## config.mk

```make
export PLATFORM = sky130hd
export DESIGN_NAME = nvm_indirect_ctl
export DESIGN_NICKNAME = d
export VERILOG_FILES = /design/src/rtl/nvm_ctl_pkg.sv /design/src/rtl/nvm_cell_array.sv /design/src/rtl/nvm_wr_timer.sv /design/src/rtl/nvm_rd_strobe.sv /design/src/rtl/nvm_indirect_ctl.sv
export SDC_FILE = /design/constraint.sdc
export NUM_CORES = 1
export LEC_CHECK = 0
export BUFFER_PORTS_ARGS = -buffer_cell sky130_fd_sc_hd__buf_2
export CAP_MARGIN = 30
export CORE_UTILIZATION = 55
export CTS_CLUSTER_DIAMETER = 200
export CTS_CLUSTER_SIZE = 20
export DETAILED_ROUTE_END_ITERATION = 16
export GPL_ROUTABILITY_DRIVEN = 0
export GPL_TIMING_DRIVEN = 0
export PLACE_DENSITY = 0.71
export SYNTH_ARGS = -nofsm -noshare
export SYNTH_HDL_FRONTEND = slang
export SYNTH_SLANG_ARGS = --single-unit
```

## constraint.sdc

```tcl
create_clock -name clk -period 3.3 [get_ports clk]
set_input_delay 0.825 -clock clk [delete_from_list [all_inputs] [get_ports clk]]
set_output_delay 0.825 -clock clk [all_outputs]
set_load 0.1 [all_outputs]
```

## src/rtl/nvm_ctl_pkg.sv

```systemverilog
package nvm_ctl_pkg;
   localparam int NIB_W      = 4;
   localparam int BYTE_W     = 2 * NIB_W;
   localparam int PAGE_BYTES = 32;
   localparam int NUM_PAGES  = 2;
   localparam int IDX_W      = $clog2(PAGE_BYTES * NUM_PAGES);

   typedef enum logic [2:0] {
      SEL_ADDR = 3'd0,
      SEL_DLO  = 3'd1,
      SEL_DHI  = 3'd2,
      SEL_CTL  = 3'd3,
      SEL_IRQ  = 3'd4
   } reg_sel_e;

   // control register bit positions
   localparam int CTL_A4    = 0;
   localparam int CTL_PAGE  = 1;
   localparam int CTL_WRITE = 2;
   localparam int CTL_BUSY  = 3;

   // interrupt register bit positions
   localparam int IRQ_FLAG = 0;
   localparam int IRQ_MASK = 1;

   localparam logic [BYTE_W-1:0] ERASED_BYTE = '1;
endpackage

```

## src/rtl/nvm_cell_array.sv

```systemverilog
module nvm_cell_array #(
   parameter int PAGE_BYTES = 32,
   parameter int NUM_PAGES  = 2,
   parameter int BYTE_W     = 8,
   localparam int OFS_W = $clog2(PAGE_BYTES),
   localparam int PG_W  = $clog2(NUM_PAGES),
   localparam int IDX_W = OFS_W + PG_W
) (
   input  logic              clk,
   input  logic              we,
   input  logic [IDX_W-1:0]  waddr,
   input  logic [BYTE_W-1:0] wdata,
   input  logic [IDX_W-1:0]  raddr,
   output logic [BYTE_W-1:0] rdata
);
   initial begin
      assert (NUM_PAGES >= 2 && (1 << PG_W) == NUM_PAGES)
         else $error("NUM_PAGES must be a power of two >= 2");
      assert ((1 << OFS_W) == PAGE_BYTES)
         else $error("PAGE_BYTES must be a power of two");
   end

   logic [BYTE_W-1:0] page_rd [NUM_PAGES];

   for (genvar p = 0; p < NUM_PAGES; p++) begin : g_page
      logic [BYTE_W-1:0] cells [PAGE_BYTES];
      always_ff @(posedge clk) begin
         if (we && waddr[IDX_W-1:OFS_W] == PG_W'(p))
            cells[waddr[OFS_W-1:0]] <= wdata;
      end
      assign page_rd[p] = cells[raddr[OFS_W-1:0]];
   end

   assign rdata = page_rd[raddr[IDX_W-1:OFS_W]];
endmodule

```

## src/rtl/nvm_wr_timer.sv

```systemverilog
module nvm_wr_timer #(
   parameter int unsigned WR_CYCLES = 786,
   localparam int CNT_W = $clog2(WR_CYCLES + 1)
) (
   input  logic clk,
   input  logic rst_n,
   input  logic start,
   input  logic sleep,
   output logic busy,
   output logic erase,
   output logic done,
   output logic abort
);
   initial begin
      assert (WR_CYCLES >= 2) else $error("WR_CYCLES must be at least 2");
   end

   logic [CNT_W-1:0] cnt_q;

   assign abort = busy && sleep;
   assign erase = busy && !sleep && cnt_q == CNT_W'(WR_CYCLES);
   assign done  = busy && !sleep && cnt_q == CNT_W'(1);

   always_ff @(posedge clk or negedge rst_n) begin
      if (!rst_n) begin
         busy  <= 1'b0;
         cnt_q <= '0;
      end else if (abort) begin
         busy  <= 1'b0;
         cnt_q <= '0;
      end else if (start) begin
         busy  <= 1'b1;
         cnt_q <= CNT_W'(WR_CYCLES);
      end else if (busy) begin
         if (cnt_q == CNT_W'(1)) busy <= 1'b0;
         cnt_q <= cnt_q - CNT_W'(1);
      end
   end
endmodule

```

## src/rtl/nvm_rd_strobe.sv

```systemverilog
module nvm_rd_strobe #(
   parameter int  NORM_RD_CYC     = 1,
   parameter int  FAST_RD_CYC     = 3,
   parameter bit  HALF_CYCLE_TAIL = 1'b1,
   localparam int LEFT_W = $clog2(FAST_RD_CYC + 1)
) (
   input  logic clk,
   input  logic rst_n,
   input  logic start,
   input  logic fast,
   output logic strobe,
   output logic latch
);
   initial begin
      assert (NORM_RD_CYC >= 1 && FAST_RD_CYC >= NORM_RD_CYC)
         else $error("read strobe cycle counts out of range");
   end

   logic [LEFT_W-1:0] left_q;
   logic              active;

   assign active = left_q != '0;
   assign latch  = left_q == LEFT_W'(1);

   always_ff @(posedge clk or negedge rst_n) begin
      if (!rst_n)      left_q <= '0;
      else if (start)  left_q <= fast ? LEFT_W'(FAST_RD_CYC) : LEFT_W'(NORM_RD_CYC);
      else if (active) left_q <= left_q - LEFT_W'(1);
   end

   if (HALF_CYCLE_TAIL) begin : g_tail
      logic tail_q;
      always_ff @(negedge clk or negedge rst_n) begin
         if (!rst_n) tail_q <= 1'b0;
         else        tail_q <= active;
      end
      assign strobe = active || tail_q;
   end else begin : g_whole
      assign strobe = active;
   end
endmodule

```

## src/rtl/nvm_indirect_ctl.sv

```systemverilog
module nvm_indirect_ctl
   import nvm_ctl_pkg::*;
#(
   parameter int unsigned CLK_HZ          = 32768,
   parameter int unsigned WRITE_US        = 24000,
   parameter int          NORM_RD_CYC     = 1,
   parameter int          FAST_RD_CYC     = 3,
   parameter bit          HALF_CYCLE_TAIL = 1'b1
) (
   input  logic       clk,
   input  logic       rst_n,
   input  logic       sleep_i,
   input  logic       fast_rd_i,
   input  logic       bus_we_i,
   input  logic [2:0] bus_sel_i,
   input  logic [3:0] bus_wdata_i,
   output logic [3:0] bus_rdata_o,
   output logic       rd_strobe_o,
   output logic       irq_o
);
   localparam longint unsigned WR_PROD   = longint'(CLK_HZ) * longint'(WRITE_US);
   localparam int unsigned     WR_CYCLES = int'(WR_PROD / 64'd1000000);

   initial begin
      assert (WR_CYCLES >= 2) else $error("write time too short for clock");
   end

   logic [NIB_W-1:0]  addr_lo_q, dlo_q, dhi_q;
   logic [2:0]        ctl_q;           // {write, page, a4}
   logic              irq_flag_q, irq_mask_q;
   logic              wr_busy, wr_erase, wr_done, wr_abort;
   logic              rd_latch;
   logic              wr_ok, ctl_go, rd_go, wr_go, irq_clr;
   logic [IDX_W-1:0]  byte_idx;
   logic [BYTE_W-1:0] arr_rdata, arr_wdata;
   logic              arr_we;

   assign wr_ok   = bus_we_i && !wr_busy;
   assign ctl_go  = wr_ok && bus_sel_i == SEL_CTL;
   assign rd_go   = ctl_go && !bus_wdata_i[CTL_WRITE];
   assign wr_go   = ctl_go &&  bus_wdata_i[CTL_WRITE];
   assign irq_clr = bus_we_i && bus_sel_i == SEL_IRQ && bus_wdata_i[IRQ_FLAG];

   assign byte_idx = {ctl_q[CTL_PAGE], ctl_q[CTL_A4], addr_lo_q};

   always_ff @(posedge clk or negedge rst_n) begin
      if (!rst_n) begin
         addr_lo_q  <= '0;
         dlo_q      <= '0;
         dhi_q      <= '0;
         ctl_q      <= '0;
         irq_flag_q <= 1'b0;
         irq_mask_q <= 1'b1;
      end else begin
         if (wr_ok && bus_sel_i == SEL_ADDR) addr_lo_q <= bus_wdata_i;
         if (rd_latch) begin
            dlo_q <= arr_rdata[NIB_W-1:0];
            dhi_q <= arr_rdata[BYTE_W-1:NIB_W];
         end else begin
            if (wr_ok && bus_sel_i == SEL_DLO) dlo_q <= bus_wdata_i;
            if (wr_ok && bus_sel_i == SEL_DHI) dhi_q <= bus_wdata_i;
         end
         if (ctl_go) ctl_q <= bus_wdata_i[2:0];
         if (wr_done)      irq_flag_q <= 1'b1;
         else if (irq_clr) irq_flag_q <= 1'b0;
         if (bus_we_i && bus_sel_i == SEL_IRQ) irq_mask_q <= bus_wdata_i[IRQ_MASK];
      end
   end

   assign irq_o = irq_flag_q && !irq_mask_q;

   always_comb begin
      case (bus_sel_i)
         SEL_ADDR: bus_rdata_o = addr_lo_q;
         SEL_DLO:  bus_rdata_o = dlo_q;
         SEL_DHI:  bus_rdata_o = dhi_q;
         SEL_CTL:  bus_rdata_o = {wr_busy, ctl_q};
         SEL_IRQ:  bus_rdata_o = {2'b00, irq_mask_q, irq_flag_q};
         default:  bus_rdata_o = '0;
      endcase
   end

   nvm_wr_timer #(.WR_CYCLES(WR_CYCLES)) u_timer (
      .clk   (clk),
      .rst_n (rst_n),
      .start (wr_go),
      .sleep (sleep_i),
      .busy  (wr_busy),
      .erase (wr_erase),
      .done  (wr_done),
      .abort (wr_abort)
   );

   nvm_rd_strobe #(
      .NORM_RD_CYC     (NORM_RD_CYC),
      .FAST_RD_CYC     (FAST_RD_CYC),
      .HALF_CYCLE_TAIL (HALF_CYCLE_TAIL)
   ) u_rstb (
      .clk    (clk),
      .rst_n  (rst_n),
      .start  (rd_go),
      .fast   (fast_rd_i),
      .strobe (rd_strobe_o),
      .latch  (rd_latch)
   );

   assign arr_we    = wr_erase || wr_done || wr_abort;
   assign arr_wdata = wr_done ? {dhi_q, dlo_q} : ERASED_BYTE;

   nvm_cell_array #(
      .PAGE_BYTES (PAGE_BYTES),
      .NUM_PAGES  (NUM_PAGES),
      .BYTE_W     (BYTE_W)
   ) u_array (
      .clk   (clk),
      .we    (arr_we),
      .waddr (byte_idx),
      .wdata (arr_wdata),
      .raddr (byte_idx),
      .rdata (arr_rdata)
   );
endmodule

```

==> results of run 1 <==
logic make-up (layout without fill, tap and decap cells):
| group | after synthesis | in the layout | synth area share, % |
|---|---|---|---|
| XOR/XNOR | 1 | 1 | 0.0401 |
| multiplexers | 223 | 223 | 13.5 |
| buffers and inverters | 81 | 166 | 1.67 |
| flip-flops | 543 | 543 | 73.9 |
| adder cells (fa/ha/maj) | 5 | 5 | 0.286 |
| AND/OR/NAND/NOR | 255 | 255 | 5.95 |
| AO/OA/AOI/OAI | 152 | 152 | 4.64 |
path summary, 6_finish.rpt:
check                                            end  slack (ns)  cells after the start
worst min-delay path                u_timer.cnt_q[6]        0.26                      1
max in group asynchronous       u_rstb.g_tail.tail_q        1.00                      1
worst max register to register              dhi_q[1]       -0.01                      9
min in group clk                    u_rstb.left_q[1]        0.44                      2
worst max-delay path                     rd_strobe_o       -0.45                      2
worst min register to register              ctl_q[2]        0.50                      2
cells in the final DEF (no fill, tap or decap), types with 26 or more instances in the layout:
master     synthesis  final
edfxtp_1         512    512
mux2i_1          155    155
mux4_2            56     56
o22ai_1           49     49
nor2_1           111     47
clkbuf_1          24     45
nor2_2             0     44
nand2_1           31     31
clkbuf_16          0     31
buf_4              5     28
dfrtp_1           29     28
buf_2             34     26
registers in the layout (all words and copies together), names as in the netlist:
name and count:
irq_mask_q 1, u_timer.cnt_q 10, u_rstb.left_q 2, u_rstb.g_tail.tail_q 1, dlo_q 4, u_timer.busy 1
irq_flag_q 1, addr_lo_q 4, dhi_q 4, u_array.g_page.cells 512, ctl_q 3
synthesized netlist by cell type, drive strengths merged, types with 19 or more instances:
cell | count | area share (%)
edfxtp | 512 | 70
mux2i | 155 | 7.1
nor2 | 111 | 1.9
mux4 | 56 | 5.8
o22ai | 49 | 1.4
buf | 44 | 1.0
nand2 | 31 | 0.53
o21ai | 30 | 0.69
dfrtp | 29 | 3.3
clkbuf | 24 | 0.41
a21oi | 19 | 0.45
worst register-to-register path, stage by stage, from the launching register on:
cell      delay [ns]
dfrtp_1         0.33
buf_4           0.22
buf_4           0.34
buf_2           0.40
buf_4           0.38
mux2i_1         0.32
o22ai_1         0.12
nor4_1          0.52
o311ai_1        0.35
o311a_1         0.22
routing by layer:
layer  wire length, µm  global-route usage, %  vias to the layer above
met5                 0                      0                        -
met4              2990                   13.1                        0
met3              7500                   5.96                      180
met2             28400                   47.9                      965
met1             23800                   44.6                     6467
li1                  -                      -                     5167
power by group:
group | internal (W) | switching, W | total (W) | leakage, nW
Clock | 0.00179 | 0.00218 | 0.00397 | 0.421
Combinational | 0.00150 | 0.00316 | 0.00467 | 2.20
Sequential | 0.00768 | 0.000213 | 0.00789 | 6.14
cell type report:
cell class	instances	area share (%)
Buffer	62	1.49
Clock buffer	56	3.60
Clock inverter	1	0.0829
Inverter	13	0.202
Multi-Input combinational cell	636	23.5
Sequential cell	543	66.9
Tap cell	518	2.69
Timing Repair Buffer	34	1.53
per-stage QoR:
step,instance area (µm²),total power [W]
6_report,24100,0.0165
3_3_place_gp,22600,0.0122
5_1_grt,24100,0.0169
2_1_floorplan,21900,0.0106
4_1_cts,24100,0.0163
3_5_place_dp,22800,0.0123
repair_timing:
item,4_1_cts,5_1_grt
hold endpoints to repair,0,0
endpoints found under the setup margin,507,15
buffers inserted,4,0
gates resized for setup,129,7
pin swaps,4,0
==> results.ini, run 1 <==
[finish]
num_antenna_cells=0
nNetsFinal=1338
area_delta_synth_final_pct=10.5
multi_input_area_mm2=0.00567
drive_above_1_share_pct=20.0
fillers=2732
ff_latch_area_mm2=0.0162
post-route-util_pct=62.0
layout.cells.non_filler=1863

[place]
io_buffer_count=15
dpl.hpwl_mm=41.9
placed_cells=1802
dp_slack_ns=-0.779

[grt]
grt_pass1_vias=12200
grt.overflow.total=0
grt_max_degree=53
grt_pass1_wl_mm=89.0
grtUsageTotal_pct=31.3
antenna_found_initial=0

[hold_path]
hold_class=in2async

[drt]
routed_via_density=6.86
drtIter0Drc=2179
wl_per_cell_um=33.6
dr.pass1.iters=6
antenna_left=0
dr_total_vias=12800
routed_wl_mm=62.7
drc=0

[clock_network]
cts_tree=built
cts.htree.levels=1
numCtsBuffers=31
clk_latency_ns=0.61
clockRootBuffer=clkbuf_16
clockBufferDepth=3
hold_buffers=0
clk_pin_slew_ns=0.09
cts_sinks=543

[critical_path]
worstSetupPathType=reg2out
critPathArrivalTime_ns=2.92
cp_cell_sequence=nand2b_4, buf_12
crit_buf_inv=1
worstReg2RegStart=addr_lo_q[1]
cp-start-kind=flop
slowest_delay_ns=0.39
crit_start=u_rstb.g_tail.tail_q
cp-end-kind=output port
crit_family=flip-flops
path_max_fanout=1
crit_slowest_cell=dfrtn_1
crit_required_ns=2.47

[power]
p_per_area_mw_per_mm2=685
p_leak_nw=8.76
vdd_ir_drop_max_v=0.000454

[floorplanning]
die_area_mm2=0.0405
std_cell_rows=72
die_h_um=201
ios=18
die_width_um=201
core_mm2=0.0389
start_util_pct=56.1

[sta]
slew_viol_final=0
slew-limit-headroom_pct=38.1
finalSetupViolations=3
skew_ns=0.0264
rsz0062_at_grt=true
setup_tns_ns=-0.554
holdWs_ns=0.255
fin_ws_ns=-0.445
worst_slew_pin_slew_ns=0.923
hold_violations=0

[yosys]
synth.distinct_cells=65
yosysSeqAreaShare_pct=73.9
ys_async_sr_fraction_pct=5.71
synth_edf_count=512
syn-cell-area_mm2=0.0219
synth_nets=1277
netlist_instances=1260
syn_area_per_cell_um2=17.3
ys_ff_latch=543
ys_warn_count=0
synth_ff_type=edfxtp_1

[status]
status=finished, violations left
violations=negative setup slack

[run]
maxCapViolations=0

No activity file was read; power rests on OpenSTA's default activity.
==> run 2: changes to the inputs <==
Settings changed: SETUP_SLACK_MARGIN set to 0.4.
==> results.ini, run 2 (synthesis results as in run 1) <==
[grt]
grt_pass1_vias=12900
grtUsageTotal_pct=32.6
antenna_found_initial=0
grt_max_degree=57
grt_pass1_wl_mm=93.0
grt.overflow.total=0

[critical_path]
rr_worst_depth=9
worstSetupPathType=reg2out
path_max_fanout=1
crit_required_ns=2.47
regToRegSetupSlack_ns=0.32
critPathArrivalTime_ns=2.91
cp-start-kind=flop
cp-end-kind=output port

[drt]
dr.pass1.iters=9
dr_total_vias=13700
antenna_left=0
drc=0
routed_wl_mm=66.7
routed_via_density=6.97
wl_per_cell_um=34.0
drtIter0Drc=2146

[sta]
rsz0062_at_grt=true
worst_slew_pin_slew_ns=1.09
hold_violations=0
finalSetupViolations=1
skew_ns=0.0273
slew_viol_final=0
fin_ws_ns=-0.438
slew-limit-headroom_pct=27.6

[finish]
layout_commonest_cell=edfxtp_1
final_area_mm2=0.0258
nNetsFinal=1435
num_antenna_cells=0
drive_above_1_share_pct=27.0
layout_common_cells=edfxtp_1, mux2i_1, buf_4, nor2_4, mux4_2
area_delta_synth_final_pct=18.1
largest_reg_flops=512

[clock_network]
clk_pin_slew_ns=0.09
clockBufferDepth=3
hold_buffers=0
cts.htree.levels=1
numCtsBuffers=31
cts_sinks=543
clk_latency_ns=0.61
clockRootBuffer=clkbuf_16
cts_tree=built

[power]
p_per_area_mw_per_mm2=687
vdd_ir_drop_max_v=0.000406
p_leak_nw=9.45
total_power_w=0.0177

[place]
dp_slack_ns=-0.811
io_buffer_count=15
placed_area_mm2=0.0228
dpl.hpwl_mm=41.6

[floorplanning]
die_h_um=201
die_area_mm2=0.0405
die_width_um=201
core_mm2=0.0389
std_cell_rows=72
start_util_pct=56.1
ios=18

[status]
status=finished, violations left
violations=negative setup slack

[run]
maxCapViolations=0

[hold_path]
hold_class=in2async

-- run 2: cell types whose count changed in the layout (fill, tap and decap cells not counted), sizes merged --
cell,delta
clkbuf,+4
buf,+93
-- run 2: per-layer routing --
metal  global-route usage, %  up-vias  share of wire (%)
met5                       0        -              0.094
met3                    10.4      315                 14
li1                        -     5362                  -
met4                    16.0        2                6.7
met1                    44.4     6730                 35
met2                    47.6     1256                 43
-- run 2: timing repair --
action                     CTS  global route
setup buffers               63            35
gates cloned                 0             1
pin swaps                   30             7
gates resized for setup    254            26
setup endpoints to repair  525           263
-- run 2: where the power goes --
group | switching (W) | leakage (nW) | total (W) | internal (W)
logic | 0.00367 | 2.89 | 0.00587 | 0.00220
registers | 0.000177 | 6.14 | 0.00786 | 0.00768
clock network | 0.00219 | 0.421 | 0.00398 | 0.00179
-- run 2: worst paths after layout --
kind | to | from
worst max-delay path | rd_strobe_o | u_rstb.g_tail.tail_q
worst min-delay path | irq_flag_q | rst_n
worst max register to register | dlo_q[1] | addr_lo_q[3]
worst min register to register | ctl_q[2] | ctl_q[2]
max in group asynchronous | u_rstb.g_tail.tail_q | rst_n
min in group clk | u_rstb.left_q[1] | fast_rd_i
-- run 2: critical path: stages, from the launching register on --
cell	delay (ns)
dfrtn_1	0.39
nand2b_4	0.12
buf_12	0.17
-- run 2: final cells by class --
class / instances / area, µm²
clock buffers: 56 / 870
fillers: 2537 / 13100
well taps: 518 / 648
multi-input cells: 636 / 6030
flip-flops and latches: 543 / 16200
repair buffers: 125 / 1400
clock inverters: 1 / 20.0
inverters: 13 / 48.8
plain buffers: 68 / 622
-- run 2: through the flow --
step | std cells | hold slack, ns | TNS, ns | util, %
after floorplan | 1260 | 0.442 | 0 | -
after global placement | 1793 | 0.461 | -377.55 | 58.1
after detailed placement | 1802 | 0.484 | -214.03 | 58.6
after CTS | 1922 | 0.267 | -0.437 | 65.0
after global routing | 1960 | 0.313 | -0.478 | 66.3
final | 1960 | 0.261 | -0.438 | 66.3
